### config.mk
export PLATFORM = sky130hd
export DESIGN_NAME = phase_tuner
export DESIGN_NICKNAME = d
export VERILOG_FILES = /design/src/rtl/phase_tune_pkg.sv /design/src/rtl/tune_cand.sv /design/src/rtl/tune_pick.sv /design/src/rtl/tune_seq.sv /design/src/rtl/phase_tuner.sv
export SDC_FILE = /design/constraint.sdc
export NUM_CORES = 1
export LEC_CHECK = 0
export BUFFER_PORTS_ARGS = -buffer_cell sky130_fd_sc_hd__buf_2
export CAP_MARGIN = 40
export CELL_PAD_IN_SITES_DETAIL_PLACEMENT = 1
export CELL_PAD_IN_SITES_GLOBAL_PLACEMENT = 2
export CORE_ASPECT_RATIO = 1.2
export CORE_UTILIZATION = 25
export DETAILED_ROUTE_END_ITERATION = 10
export PLACE_DENSITY = 0.61
export SLEW_MARGIN = 30
export SYNTH_ARGS = -nofsm -noshare
export SYNTH_HDL_FRONTEND = slang
export SYNTH_SLANG_ARGS = --single-unit
### constraint.sdc
create_clock -name clk -period 1.97 [get_ports clk]
set_input_delay 0.0985 -clock clk [delete_from_list [all_inputs] [get_ports clk]]
set_output_delay 0.0985 -clock clk [all_outputs]
set_load 0.005 [all_outputs]
### src/rtl/phase_tune_pkg.sv
package phase_tune_pkg;
  typedef enum logic [1:0] {
    ST_IDLE,
    ST_PREP,
    ST_WAIT,
    ST_PICK
  } tune_st_e;

  localparam int WIN_LEVELS = 3;
endpackage

### src/rtl/tune_cand.sv
module tune_cand #(
  parameter int PHASE_W = 3,
  localparam int N = 1 << PHASE_W
) (
  input  logic               clk,
  input  logic               rst_n,
  input  logic               clr,
  input  logic               wr,
  input  logic [PHASE_W-1:0] idx,
  input  logic               pass,
  output logic [N-1:0]       cand
);
  always_ff @(posedge clk) begin
    if (!rst_n || clr) begin
      cand <= '0;
    end else if (wr) begin
      cand[idx] <= pass;
    end
  end
endmodule

### src/rtl/tune_pick.sv
module tune_pick #(
  parameter int PHASE_W      = 3,
  parameter int WIDE_REACH   = 2,
  parameter int NARROW_REACH = 1,
  localparam int N = 1 << PHASE_W
) (
  input  logic [N-1:0]       cand,
  output logic               found,
  output logic [PHASE_W-1:0] pick
);
  import phase_tune_pkg::*;

  function automatic logic win_ok(input logic [N-1:0] v, input int c, input int r);
    logic ok;
    ok = 1'b1;
    for (int d = -r; d <= r; d++) begin
      ok = ok & v[PHASE_W'((c + d + N) % N)];
    end
    return ok;
  endfunction

  logic [WIN_LEVELS-1:0][N-1:0] hit;

  for (genvar lv = 0; lv < WIN_LEVELS; lv++) begin : g_lvl
    localparam int REACH = (lv == 0) ? WIDE_REACH : ((lv == 1) ? NARROW_REACH : 0);
    for (genvar p = 0; p < N; p++) begin : g_ph
      assign hit[lv][p] = win_ok(cand, p, REACH);
    end
  end

  always_comb begin
    found = 1'b0;
    pick  = '0;
    for (int lv = 0; lv < WIN_LEVELS; lv++) begin
      for (int p = 0; p < N; p++) begin
        if (!found && hit[lv][p]) begin
          found = 1'b1;
          pick  = PHASE_W'(p);
        end
      end
    end
  end
endmodule

### src/rtl/tune_seq.sv
module tune_seq #(
  parameter int PHASE_W = 3
) (
  input  logic               clk,
  input  logic               rst_n,
  input  logic               start,
  input  logic               trial_done,
  input  logic               found,
  input  logic [PHASE_W-1:0] pick,
  output logic               trial_req,
  output logic               tmo_force,
  output logic               cand_clr,
  output logic               cand_wr,
  output logic [PHASE_W-1:0] phase,
  output logic [PHASE_W-1:0] tuned,
  output logic               done,
  output logic               fail
);
  import phase_tune_pkg::*;

  tune_st_e           st;
  logic [PHASE_W-1:0] start_ph;

  assign trial_req = (st == ST_WAIT);
  assign tmo_force = (st == ST_PREP);
  assign cand_clr  = (st == ST_IDLE) && start;
  assign cand_wr   = (st == ST_WAIT) && trial_done;

  always_ff @(posedge clk) begin
    if (!rst_n) begin
      st       <= ST_IDLE;
      start_ph <= '0;
      phase    <= '0;
      tuned    <= '0;
      done     <= 1'b0;
      fail     <= 1'b0;
    end else begin
      done <= 1'b0;
      fail <= 1'b0;
      unique case (st)
        ST_IDLE: begin
          if (start) begin
            start_ph <= phase;
            phase    <= phase + 1'b1;
            st       <= ST_PREP;
          end
        end
        ST_PREP: st <= ST_WAIT;
        ST_WAIT: begin
          if (trial_done) begin
            if (phase == start_ph) begin
              st <= ST_PICK;
            end else begin
              phase <= phase + 1'b1;
              st    <= ST_PREP;
            end
          end
        end
        ST_PICK: begin
          if (found) begin
            phase <= pick;
            tuned <= pick;
            done  <= 1'b1;
          end else begin
            fail <= 1'b1;
          end
          st <= ST_IDLE;
        end
        default: st <= ST_IDLE;
      endcase
    end
  end
endmodule

### src/rtl/phase_tuner.sv
module phase_tuner #(
  parameter int PHASE_W      = 3,
  parameter int WIDE_REACH   = 2,
  parameter int NARROW_REACH = 1
) (
  input  logic               clk,
  input  logic               rst_n,
  input  logic               start,
  output logic               trial_req,
  input  logic               trial_done,
  input  logic               trial_pass,
  output logic               tmo_force_max,
  output logic               done,
  output logic               fail,
  output logic [PHASE_W-1:0] phase,
  output logic [PHASE_W-1:0] tuned_phase
);
  localparam int N = 1 << PHASE_W;

  logic               cand_clr;
  logic               cand_wr;
  logic [N-1:0]       cand;
  logic               found;
  logic [PHASE_W-1:0] pick;

  tune_seq #(.PHASE_W(PHASE_W)) u_seq (
    .clk        (clk),
    .rst_n      (rst_n),
    .start      (start),
    .trial_done (trial_done),
    .found      (found),
    .pick       (pick),
    .trial_req  (trial_req),
    .tmo_force  (tmo_force_max),
    .cand_clr   (cand_clr),
    .cand_wr    (cand_wr),
    .phase      (phase),
    .tuned      (tuned_phase),
    .done       (done),
    .fail       (fail)
  );

  tune_cand #(.PHASE_W(PHASE_W)) u_cand (
    .clk   (clk),
    .rst_n (rst_n),
    .clr   (cand_clr),
    .wr    (cand_wr),
    .idx   (phase),
    .pass  (trial_pass),
    .cand  (cand)
  );

  tune_pick #(
    .PHASE_W      (PHASE_W),
    .WIDE_REACH   (WIDE_REACH),
    .NARROW_REACH (NARROW_REACH)
  ) u_pick (
    .cand  (cand),
    .found (found),
    .pick  (pick)
  );
endmodule

==> reports/summary.md, run 1 <==
The worst hold-check path type is input port to flip-flop. In this run the deepest clock path goes through 2 buffers. In the synthesized netlist the dominant register cell turns out to be sky130_fd_sc_hd__dfxtp_1. Subtracting the final worst setup slack from the clock period gives 1.62 ns.

The net count of the finished layout is 116. The run finished with clean final reports. In this run, synthesis inferred 0 flip-flops with an integrated enable.

Post-CTS repair changed the size of 0 cells. In this run, post-CTS hold repair placed 0 buffers. Setup violations remaining at the end of the flow were counted as 0. The detail route stage leaves a number of antenna-violating nets equal to 0. Number of hold violations in the final report: 0.

For this block, the routed nets add up to 2.07 mm of wire. The violation count after the first detailed-routing iteration is 24, and the number of synthesis warnings is 0. Of all cell types, the one taking the most synthesized area is sky130_fd_sc_hd__dfxtp_1.

At the pin with the least slew margin, the transition time is 0.576 ns. The run gives 0.125 as the total global-route track usage. The logs give 0.00171 ns for the final setup skew and 0 for the remaining design rule violation count. Summed over all nets, the half-perimeter wirelength after detailed placement is 1.56 mm. The tool flagged a number of max-cap violations equal to 0. TritonCTS built the clock tree. The worst setup path is captured at a flip-flop.

Root cell of the clock tree: sky130_fd_sc_hd__clkbuf_8. The number of cells traversed by the worst register-to-register path is 4, and the peak ir drop on the vdd network is 0.000313 V. Synthesis produced a netlist with a net count of 101. Site row count: 23.

Routability-driven placement finished with a final weighted congestion of 0.711. Data on the critical path is required at its endpoint by 2.11 ns. STA classifies the critical path startpoint as a flip-flop.

The starting utilization of the core area was 0.262; the slack of the worst reg-to-reg path was 0.35 ns. The count of final max-slew check failures was 0; the vertical die dimension was 66.8 um. After clock tree synthesis, the clock-pin slew on the worst setup and hold paths is 0.07 ns.

Synthesis produced a netlist whose cell count is 95. Summed over all failing endpoints, the final setup total negative slack is 0 ns. 15 I/O pins were placed. Setup repair after global routing left no endpoint under its margin.

For this run the aggregate overflow at the end of global routing stands at 0. The run gives 0.366 as the sequential area share after synthesis. By area the synthesized netlist is led by sky130_fd_sc_hd__dfxtp_1 (37%), sky130_fd_sc_hd__mux2i_1 (5.7%), sky130_fd_sc_hd__a21oi_1 (5.1%), sky130_fd_sc_hd__nor2_1 (5.1%), sky130_fd_sc_hd__a221oi_4 (3.0%). The full die area was 3750 sq um; the fraction of synthesis flops using an asynchronous set or reset pin was 0. The run gives 616 MHz as the highest achievable clock rate.

For the normalized max-slew margin, the log shows 0.612. The routed layout has 739 vias. The area fraction of the dominant cell type after synthesis came out at 0.366. The H-tree level count was 1. In this run the critical register-to-register path is launched from u_seq.st[1]. In this run the worst path has a maximum fanout of 13. The layout overhead on the synthesized area was 16.9%. The category of the critical setup timing path was flip-flop to flip-flop. The register bit count reported by yosys is 16, and the total leakage power is 0.410 nW. Data arrives at the worst endpoint at 1.76 ns. In the routed layout, each cell is associated on average with a via count of 5.06. The mapped netlist covers 876 sq um.

The distinct cell type count of the synthesized netlist was 37. For this design, the sink count on the clock tree is 16. Post-detailed-route wirelength per cell: 14.2 um.

The fraction of layout instances using a drive strength above 1 works out to 0.248. Buffers inserted during clock tree synthesis total 3. In this run the power density over the cells is 812 nW/um^2.

The run gives 767 as the number of global-route vias before repair. In this run the worst setup path begins at u_seq.st[1]. The post-synthesis average cell area was 9.22 sq um; the number of buffers inserted by post-CTS setup repair was 0. The logs give 3340 sq um for the total core area and 0 for the number of antenna violations at the first check in global routing. During placement, the flow inserted port buffers numbering 13. The period utilization works out to 0.824. Maximum number of pins on one net before global-route repair: 14. The endpoint of the lowest-slack register-to-register path is u_seq.phase[0]. The clock latency on the worst-skew pair came out at 0.25 ns.

The first global-routing pass estimated 3.64 mm of wire. After layout, the design draws a total of 0.831 mW. For this run, the detailed router's first-pass iteration total came to 4.

The die is 56.0 um wide. The number of antenna diodes in the final layout is 0. Following the worst setup path forward leads to its endpoint at u_seq.phase[0].
[worst max-delay path: stages (launching register included)]
cell and delay (ns):
sky130_fd_sc_hd__dfxtp_1 0.56, sky130_fd_sc_hd__nor2b_1 0.24, sky130_fd_sc_hd__nand4_2 0.21, sky130_fd_sc_hd__and4b_1 0.27
sky130_fd_sc_hd__o31a_1 0.24
[placed cells by master, fill, tap and decap left out, types with 2 or more instances in the layout]
cell,count
sky130_fd_sc_hd__dfxtp_1,16
sky130_fd_sc_hd__buf_2,13
sky130_fd_sc_hd__nor2_1,12
sky130_fd_sc_hd__a21oi_1,9
sky130_fd_sc_hd__nand2_1,5
sky130_fd_sc_hd__o21ai_0,5
sky130_fd_sc_hd__mux2i_1,5
sky130_fd_sc_hd__clkbuf_8,4
sky130_fd_sc_hd__inv_1,3
sky130_fd_sc_hd__nor3_1,3
sky130_fd_sc_hd__xnor2_1,3
sky130_fd_sc_hd__nor2b_1,2
sky130_fd_sc_hd__nand3_1,2
sky130_fd_sc_hd__nand3b_1,2
sky130_fd_sc_hd__nor3b_2,2
sky130_fd_sc_hd__buf_4,2
[per-stage QoR]
stage,std cells,hold slack (ns),utilization,cell area [sq um],setup slack (ns)
floorplan,95,0.226,-,876,0.586
global placement,142,0.383,0.290,968,0.451
detailed placement,142,0.396,0.290,968,0.367
CTS,146,0.129,0.307,1020,0.356
global route,146,0.145,0.307,1020,0.190
finish,146,0.131,0.307,1020,0.347
[cell families (layout without fill, tap and decap cells)]
logic type	after synthesis	in the layout	synth area share
adders and majority gates	2	2	0.0257
muxes	5	5	0.0571
xor gates and xnor gates	3	3	0.0300
other	1	1	0.00428
DFF	16	16	0.366
AOI/OAI and AO/OA	23	23	0.190
and+or+nand+nor	37	37	0.276
buffers and inverters	8	22	0.0514
[how the worst min path moves through the flow]
| stage | start | endpoint | slack (ns) | cells past startpoint |
|---|---|---|---|---|
| global placement | trial_pass | u_cand.cand[2] | 0.38 | 3 |
| detailed placement | trial_pass | u_cand.cand[3] | 0.40 | 3 |
| finish | trial_pass | u_cand.cand[1] | 0.13 | 3 |
| CTS | rst_n | u_seq.phase[0] | 0.13 | 2 |
| floorplan | rst_n | u_seq.phase[0] | 0.23 | 1 |
| global route | rst_n | u_seq.tuned[1] | 0.15 | 2 |
[state kept, by name, indices dropped and copies added (netlist names)]
name	cells
u_seq.start_ph	3
u_seq.done	1
u_cand.cand	4
u_seq.fail	1
u_seq.tuned	2
u_seq.st	2
u_seq.phase	3
[routing by layer]
metal | global-route usage | wire (um)
met5 | 0 | 0
met4 | 0.0579 | 32
met3 | 0.0272 | 57
met2 | 0.198 | 973
met1 | 0.162 | 1010
[cell usage after synthesis (2+ instances only)]
library cell / number
sky130_fd_sc_hd__mux2i_1: 5
sky130_fd_sc_hd__inv_1: 3
sky130_fd_sc_hd__dfxtp_1: 16
sky130_fd_sc_hd__nand2_1: 5
sky130_fd_sc_hd__nor3b_2: 2
sky130_fd_sc_hd__nor3_1: 3
sky130_fd_sc_hd__buf_2: 3
sky130_fd_sc_hd__nor2b_1: 2
sky130_fd_sc_hd__a21oi_1: 9
sky130_fd_sc_hd__o21ai_0: 5
sky130_fd_sc_hd__nand3b_1: 2
sky130_fd_sc_hd__nor2_1: 12
sky130_fd_sc_hd__xnor2_1: 3
sky130_fd_sc_hd__nand3_1: 2
[area by class of cell]
class,instances,area (sq um)
fill,401,2310
tap,37,46.3
sequential,16,320
inverter,3,11.3
timing repair buffer,15,80.1
clock buffer,4,55.1
multi-input combinational,71,510
[power breakdown]
group	internal, mW	switching, mW
Clock	0.177	0.118
Sequential	0.342	0.0239
Combinational	0.0812	0.0887
Power figures use the tool's default switching activity.
==> run 2, diff against run 1 <==
Settings changed: PLACE_DENSITY 0.61 to 0.63.
Clock period 1.97 ns to 1.35 ns, I/O delays scaled along.
==> reports/summary.md, run 2 (synthesis results as in run 1) <==
The number of input and output port buffers inserted was 13 (unchanged); the final setup skew was 0.000562 ns (-0.00114 ns). For the post-route worst setup slack, the log shows 0.00273 ns (-0.344 ns). Count of filler cells inserted in the layout: 400 (-0.25%).

The via count was 809 (+9.5%); the post-detailed-route wirelength per cell was 13.8 um (-2.6%). The largest registers in the layout are u_cand.cand: 4 flops, u_seq.phase: 3 flops, u_seq.start_ph: 3 flops. Remaining design rule violation count: 0 (unchanged).

The number of CTS-inserted buffers is 3 (unchanged), and the max capacitance violation total is 0 (unchanged). Post-route non-filler standard cell count: 167 (+14%). The leading cell type in the layout, fill and taps excluded is sky130_fd_sc_hd__buf_4.

The tools report the start point of the worst min-delay path as trial_pass. The worst register-to-register path ends at u_seq.phase[0]. The run gives 0 (unchanged) as the number of inserted diodes.

The H-tree level count is 1 (unchanged). Root cell of the clock tree: sky130_fd_sc_hd__clkbuf_8. Post-detailed-placement half-perimeter wirelength: 1.79 mm (+15%).

The logs give 4.02 mm (+10%) for the first-pass GRT wire length and 742 MHz (+20%) for the highest achievable clock rate. The number of placed I/O pins was 15 (unchanged). The clock-pin slew on the worst setup and hold paths works out to 0.07 ns (about the same). Standard cell with the maximum stage delay on the critical path: sky130_fd_sc_hd__dfxtp_4. Relative to the synthesized area, the layout overhead comes to 40.6%. The net count of the finished layout came out at 137 (+18%).

The full die area was 3750 sq um (unchanged). The worst hold path belongs to the class input port to flip-flop. The final estimated routing congestion in global placement came out at 0.817 (+15%). The depth of the worst hold-timing path was 3 (unchanged). Total clock sinks: 16 (unchanged). The setup path with the least slack is of type flip-flop to flip-flop. The run gives 0.24 ns (about the same) as the clock latency on the worst-skew pair. The register with the most flip-flops in the final layout is u_cand.cand. The vertical die dimension is 66.8 um (unchanged), and the maximum number of pins on one net before global-route repair is 10 (-4).

The run gives 0 (unchanged) as the number of hold violations in the final report. The run gives 0.262 (unchanged) as the starting utilization of the core area. The horizontal die dimension came out at 56.0 um (unchanged).

The period utilization is 0.998 (+0.174). The post-place setup slack came out at -0.0894 ns (-0.456 ns). Reg-to-reg critical path startpoint: u_seq.st[0].

The number of cells traversed by the worst register-to-register path works out to 4 (unchanged). Leaving out fill and tap cells, the most frequent cells in the layout are sky130_fd_sc_hd__buf_4 (22), sky130_fd_sc_hd__buf_2 (13), sky130_fd_sc_hd__dfxtp_1 (13). The clock period minus worst slack works out to 1.35 ns (-0.276 ns). The fraction of layout instances using a drive strength above 1 works out to 0.438 (+0.191). The post-cts hold buffer count was 0 (unchanged); the maximum cell stage delay along the critical path was 0.37 ns (-0.19 ns). The worst setup path is launched from a flip-flop. The worst setup path is captured at a flip-flop. Peak ir drop on the vdd network: 0.000452 V (+44%). The destination of the worst hold path was u_cand.cand[3]. The total leakage power was 0.522 nW (+27%); the buffer depth of the longest clock path was 2 (unchanged).

The tools report the total global-route track usage as 0.138 (+0.0130). Number of antenna-violating nets in the routed design: 0 (unchanged). The instance count after placement with tap cells included came out at 161 (+13%). The flip-flop count of the largest register after layout came out at 4 (unchanged).

The remaining global-route overflow came out at 0 (unchanged). The tools report the number of failing setup endpoints in the final timing report as 0 (unchanged). The maximum fanout along the worst path came out at 7 (-6). The power density over cell area was 1070 nW/um^2 (+32%); the count of final max-slew check failures was 0 (unchanged).

The sequential group share of total power came out at 0.408 (-0.032). The flow ran to the end, and the final reports show no timing, DRC or antenna violations. The switching power summed over all nets is 0.363 mW (+57%), and the total core area is 3340 sq um (unchanged). The net switching share of the total power is 0.276 (-0.00163).

The worst endpoint required time was 1.49 ns (-0.62 ns). TritonCTS built the clock tree. The tools report the internal power component as 0.952 mW (+59%). The slack of the worst reg-to-reg path is 0.003 ns (-0.34 ns), and the routed wire length is 2.30 mm (+11%). The run gives 4 (unchanged) as the length of the first detailed-routing pass in iterations. The power share of the combinational group was 0.270 (+0.066).

The number of global-route vias before repair came out at 871 (+14%). Setup repair after global routing could not meet its margin everywhere. The per-cell via count in the routed design came out at 4.84 (-4.3%). The data arrival time of the critical path is 1.48 ns (-0.28 ns). The violation count after the first detailed-routing iteration was 24 (unchanged). The signal on the critical path passes through nand2b_4 -> a221oi_4 -> a21boi_1 -> o31a_1. The tools report the power share of the clock group as 0.322 (-0.034).

The number of antenna violations at the first check in global routing came out at 0 (unchanged). The site row count was 23 (unchanged).
## run 2: timing repair
action	4_1_cts	5_1_grt
pin swaps	7	1
setup endpoints to repair	6	7
setup buffers	2	0
resized for setup	8	4
## run 2: worst max-delay path by stage
stage | startpoint | end | slack [ns] | cells past startpoint
CTS | u_seq.st[0] | u_seq.phase[1] | -0.02 | 4
global placement | u_seq.st[1] | u_seq.phase[0] | -0.06 | 4
detailed placement | u_seq.st[0] | u_seq.phase[1] | -0.09 | 4
floorplan | u_seq.phase[1] | u_seq.phase[0] | 0.005 | 5
finish | u_seq.st[0] | u_seq.phase[0] | 0.003 | 4
global route | u_seq.st[0] | u_seq.phase[1] | -0.09 | 4
## run 2: per-stage QoR
step	instance area, sq um	total power, mW	util	TNS, ns	hold WS, ns
2_1_floorplan	900	0.748	-	0	0.195
3_3_place_gp	1130	0.866	0.337	-0.119	0.354
3_5_place_dp	1130	0.872	0.337	-0.247	0.365
4_1_cts	1220	1.32	0.365	-0.0185	0.104
5_1_grt	1230	1.39	0.369	-0.343	0.109
6_report	1230	1.32	0.369	0	0.105
## run 2: area by class of cell
class                   count  area, sq um  share of cell area
clock buffers               4         55.1              0.0447
flip-flops and latches     16          329               0.267
repair buffers             36          241               0.196
well taps                  37         46.3              0.0376
inverters                   3         11.3             0.00915
multi-input cells          71          548               0.445
## run 2: layer usage
metal  global-route usage  routed length, um
met3               0.0175                 49
met4               0.0457                 19
met2                0.256               1250
met5                    0                  0
met1                0.164                983
## run 2: worst max-delay path: cells and delay by family, from the launching register on
family / cells / cell delay (ns)
simple gates: 1 / 0.16
compound gates: 3 / 0.70
flops: 1 / 0.37
## run 2: power by group through the flow
stage / registers (mW) / logic (mW) / clock network, mW
final: 0.537 / 0.355 / 0.424
after global routing: 0.543 / 0.393 / 0.451
after CTS: 0.538 / 0.345 / 0.437
after detailed placement: 0.547 / 0.325 / 0
after global placement: 0.545 / 0.321 / 0
after floorplan: 0.534 / 0.214 / 0
==> run 3, diff against run 2 <==
Settings changed: PLACE_DENSITY 0.63 to 0.6, SYNTH_HIERARCHICAL set to 1, TNS_END_PERCENT set to 30.
==> reports/summary.md, run 3 <==
The run finished, with violations left. The final reports fail on setup timing. The vertical die dimension works out to 69.5 um (+3.9%).

The count of final max-slew check failures was 0 (unchanged); the instance count after placement with tap cells included was 179 (+11%). The internal power component was 0.883 mW (-7.2%); the per-cell via count in the routed design was 4.64 (-4.2%). The tools report the gate count after technology mapping as 101 (+6.3%). The critical path capture point was u_seq/phase[0]. The tools report the number of antenna violations at the first check in global routing as 0 (unchanged). The tools report the combined area of all synthesized cells as 948 sq um (+8.3%).

The H-tree level count is 1 (unchanged). From synthesis to final layout, the design area changed by 33.4%. The critical path starts at u_cand/cand[3]. The number of synthesis warnings was 6 (+6).

The run gives 0.26 ns (+0.02 ns) as the clock latency on the worst-skew pair. The horizontal die dimension came out at 58.2 um (+3.9%). The worst endpoint required time is 1.48 ns (about the same), and the power share of the combinational group is 0.227 (-0.043). The length of the first detailed-routing pass in iterations is 4 (unchanged), and the peak ir drop on the vdd network is 0.000339 V (-25%).

For the routing usage on met1, the log shows 0.160 (-0.00402). The logs give 0.824 (+0.92%) for the final estimated routing congestion in global placement and 0.348 (-0.0207) for the end-of-flow core utilization. The worst hold slack is 0.173 ns (+0.0686 ns), and the total leakage power is 0.533 nW (+2.0%).

The run gives 2.42 mm (+4.9%) as the routed wire length. The clock period minus worst slack was 1.47 ns (+0.118 ns); the violation count after the first detailed-routing iteration was 10 (-58%). Highest achievable clock rate: 682 MHz (-8.1%). STA classifies the critical path endpoint as a flip-flop. The fraction of layout instances using a drive strength above 1 was 0.366 (-0.0720); the remaining design rule violation count was 0 (unchanged). The full die area is 4040 sq um (+8.0%). The data arrival time of the critical path is 1.60 ns (+0.12 ns), and the number of placed I/O pins is 15 (unchanged). The net count of the finished layout came out at 138 (+0.73%). The power density over cell area works out to 985 nW/um^2 (-7.8%). The count of filler cells inserted in the layout came out at 437 (+9.3%). For the number of failing setup endpoints in the final timing report, the log shows 6 (+6). The number of buffers inserted by post-CTS setup repair came out at 0 (-2). Post-detailed-route wirelength per cell: 13.2 um (-4.3%).

The first-pass GRT wire length was 4.07 mm (+1.4%); the remaining global-route overflow was 0 (unchanged). The net switching share of the total power was 0.291 (+0.0152); the final instance area was 1260 sq um (+2.7%). The endpoint of the lowest-slack register-to-register path is u_seq/phase[0].

The logs give 0.00145 ns (+0.000889 ns) for the final setup skew and -0.12 ns (-0.12 ns) for the slack of the worst reg-to-reg path. The maximum fanout along the worst path came out at 4 (-3). The post-synthesis average cell area came out at 9.39 sq um (+1.9%).

Setup repair after global routing could not meet its margin everywhere. The run gives 17 (+1) as the total clock sinks. The number of CTS-inserted buffers is 3 (unchanged), and the number of antenna-violating nets in the routed design is 0 (unchanged). The flip-flop count of the largest register after layout was 4 (unchanged); the fraction of met3 tracks used by global routing was 0.0168 (-0.000685). The tools report the maximum number of pins on one net before global-route repair as 14 (+4). The number of input and output port buffers inserted is 14 (+1). The run gives 0 (unchanged) as the number of hold violations in the final report.

For the power share of the clock group, the log shows 0.319 (-0.003). For the synthesized net count, the log shows 107 (+5.9%). Ranked by flip-flop count, first place goes to u_cand/cand.

The post-place setup slack is -0.0856 ns (+0.00375 ns), and the cell area after placement is 1200 sq um (+6.8%). The starting utilization of the core area is 0.261 (-0.00135), and the switching power summed over all nets is 0.363 mW (about the same). The startpoint identified for the worst register-to-register timing path is u_cand/cand[3]. The layer carrying the most global-route usage was met2. Number of inserted diodes: 0 (unchanged). TritonCTS built the clock tree.

The site row count is 24 (+4.3%), and the buffer depth of the longest clock path is 2 (unchanged). The tools report the setup TNS as -0.298 ns (-0.298 ns). The post-route worst setup slack is -0.115 ns (-0.118 ns). The post-detailed-placement half-perimeter wirelength was 1.84 mm (+2.7%); the period utilization was 1.09 (+0.0875). The tightest min-delay check is of the input port to flip-flop type. The via count is 849 (+4.9%). By startpoint and endpoint, the worst setup path is classified as flip-flop to flip-flop. The post-route non-filler standard cell count was 183 (+9.6%). The root cell of the clock tree was sky130_fd_sc_hd__clkbuf_8. The run gives 0.454 (+0.046) as the sequential group share of total power. The library cells used most frequently in the layout, excluding fill and tap cells, are sky130_fd_sc_hd__buf_4 (18), sky130_fd_sc_hd__dfxtp_1 (15), sky130_fd_sc_hd__buf_2 (14). For the total core area, the log shows 3630 sq um (+8.8%). Leading cell type in the layout, fill and taps excluded: sky130_fd_sc_hd__buf_4.

The clock-pin slew on the worst setup and hold paths came out at 0.07 ns (about the same). The worst setup path is launched from a flip-flop. The logs give 0.225 (-0.0312) for the routing usage on met2 and 0.132 (-0.00616) for the total global-route track usage. For the number of global-route vias before repair, the log shows 821 (-5.7%). The number of cells traversed by the worst register-to-register path was 4 (unchanged); the power consumption was 1.25 mW (-5.2%).

The run gives 0 (unchanged) as the max capacitance violation total.
-- run 3: how the worst min path moves through the flow --
| stage | start | end | slack [ns] | depth (start not counted) |
|---|---|---|---|---|
| 2_1_floorplan | trial_done | u_seq/st[1] | 0.29 | 3 |
| 3_3_place_gp | trial_pass | u_cand/cand[3] | 0.44 | 3 |
| 4_1_cts | trial_pass | u_cand/cand[0] | 0.18 | 3 |
| 6_report | trial_pass | u_cand/cand[3] | 0.17 | 3 |
| 3_5_place_dp | u_seq/done | done | 0.44 | 1 |
| 5_1_grt | trial_pass | u_cand/cand[0] | 0.21 | 3 |
-- run 3: layout make-up --
class	instances	area, sq um	area share
multi-input cells	75	593	0.469
flip-flops and latches	17	345	0.273
repair buffers	32	205	0.162
well taps	52	65.1	0.0514
clock buffers	4	45.0	0.0356
inverters	3	11.3	0.00890
-- run 3: per-layer routing --
metal  wire length [um]  vias up  part of all wire
li1                   -      422                 -
met1               1130      402              0.47
met2               1170       20              0.48
met3                 57        5             0.024
met4                 53        0             0.022
met5                  0        -                 0
-- run 3: what timing repair did --
| item | CTS | global route |
|---|---|---|
| hold buffers | 0 | 0 |
| pin swaps | 0 | 1 |
| resized for setup | 1 | 6 |
| setup endpoints to repair | 7 | 9 |
-- run 3: critical path, stage by stage, from the launching register on --
cell	delay, ns
sky130_fd_sc_hd__dfxtp_2	0.32
sky130_fd_sc_hd__or4_4	0.55
sky130_fd_sc_hd__a21boi_4	0.21
sky130_fd_sc_hd__a221o_1	0.17
sky130_fd_sc_hd__nand4_1	0.08
-- run 3: power by group through the flow --
stage	clock network [mW]	registers (mW)	logic, mW
final	0.397	0.566	0.283
after global routing	0.434	0.571	0.309
after CTS	0.411	0.563	0.279
after detailed placement	0	0.574	0.278
after global placement	0	0.570	0.272
after floorplan	0	0.577	0.168
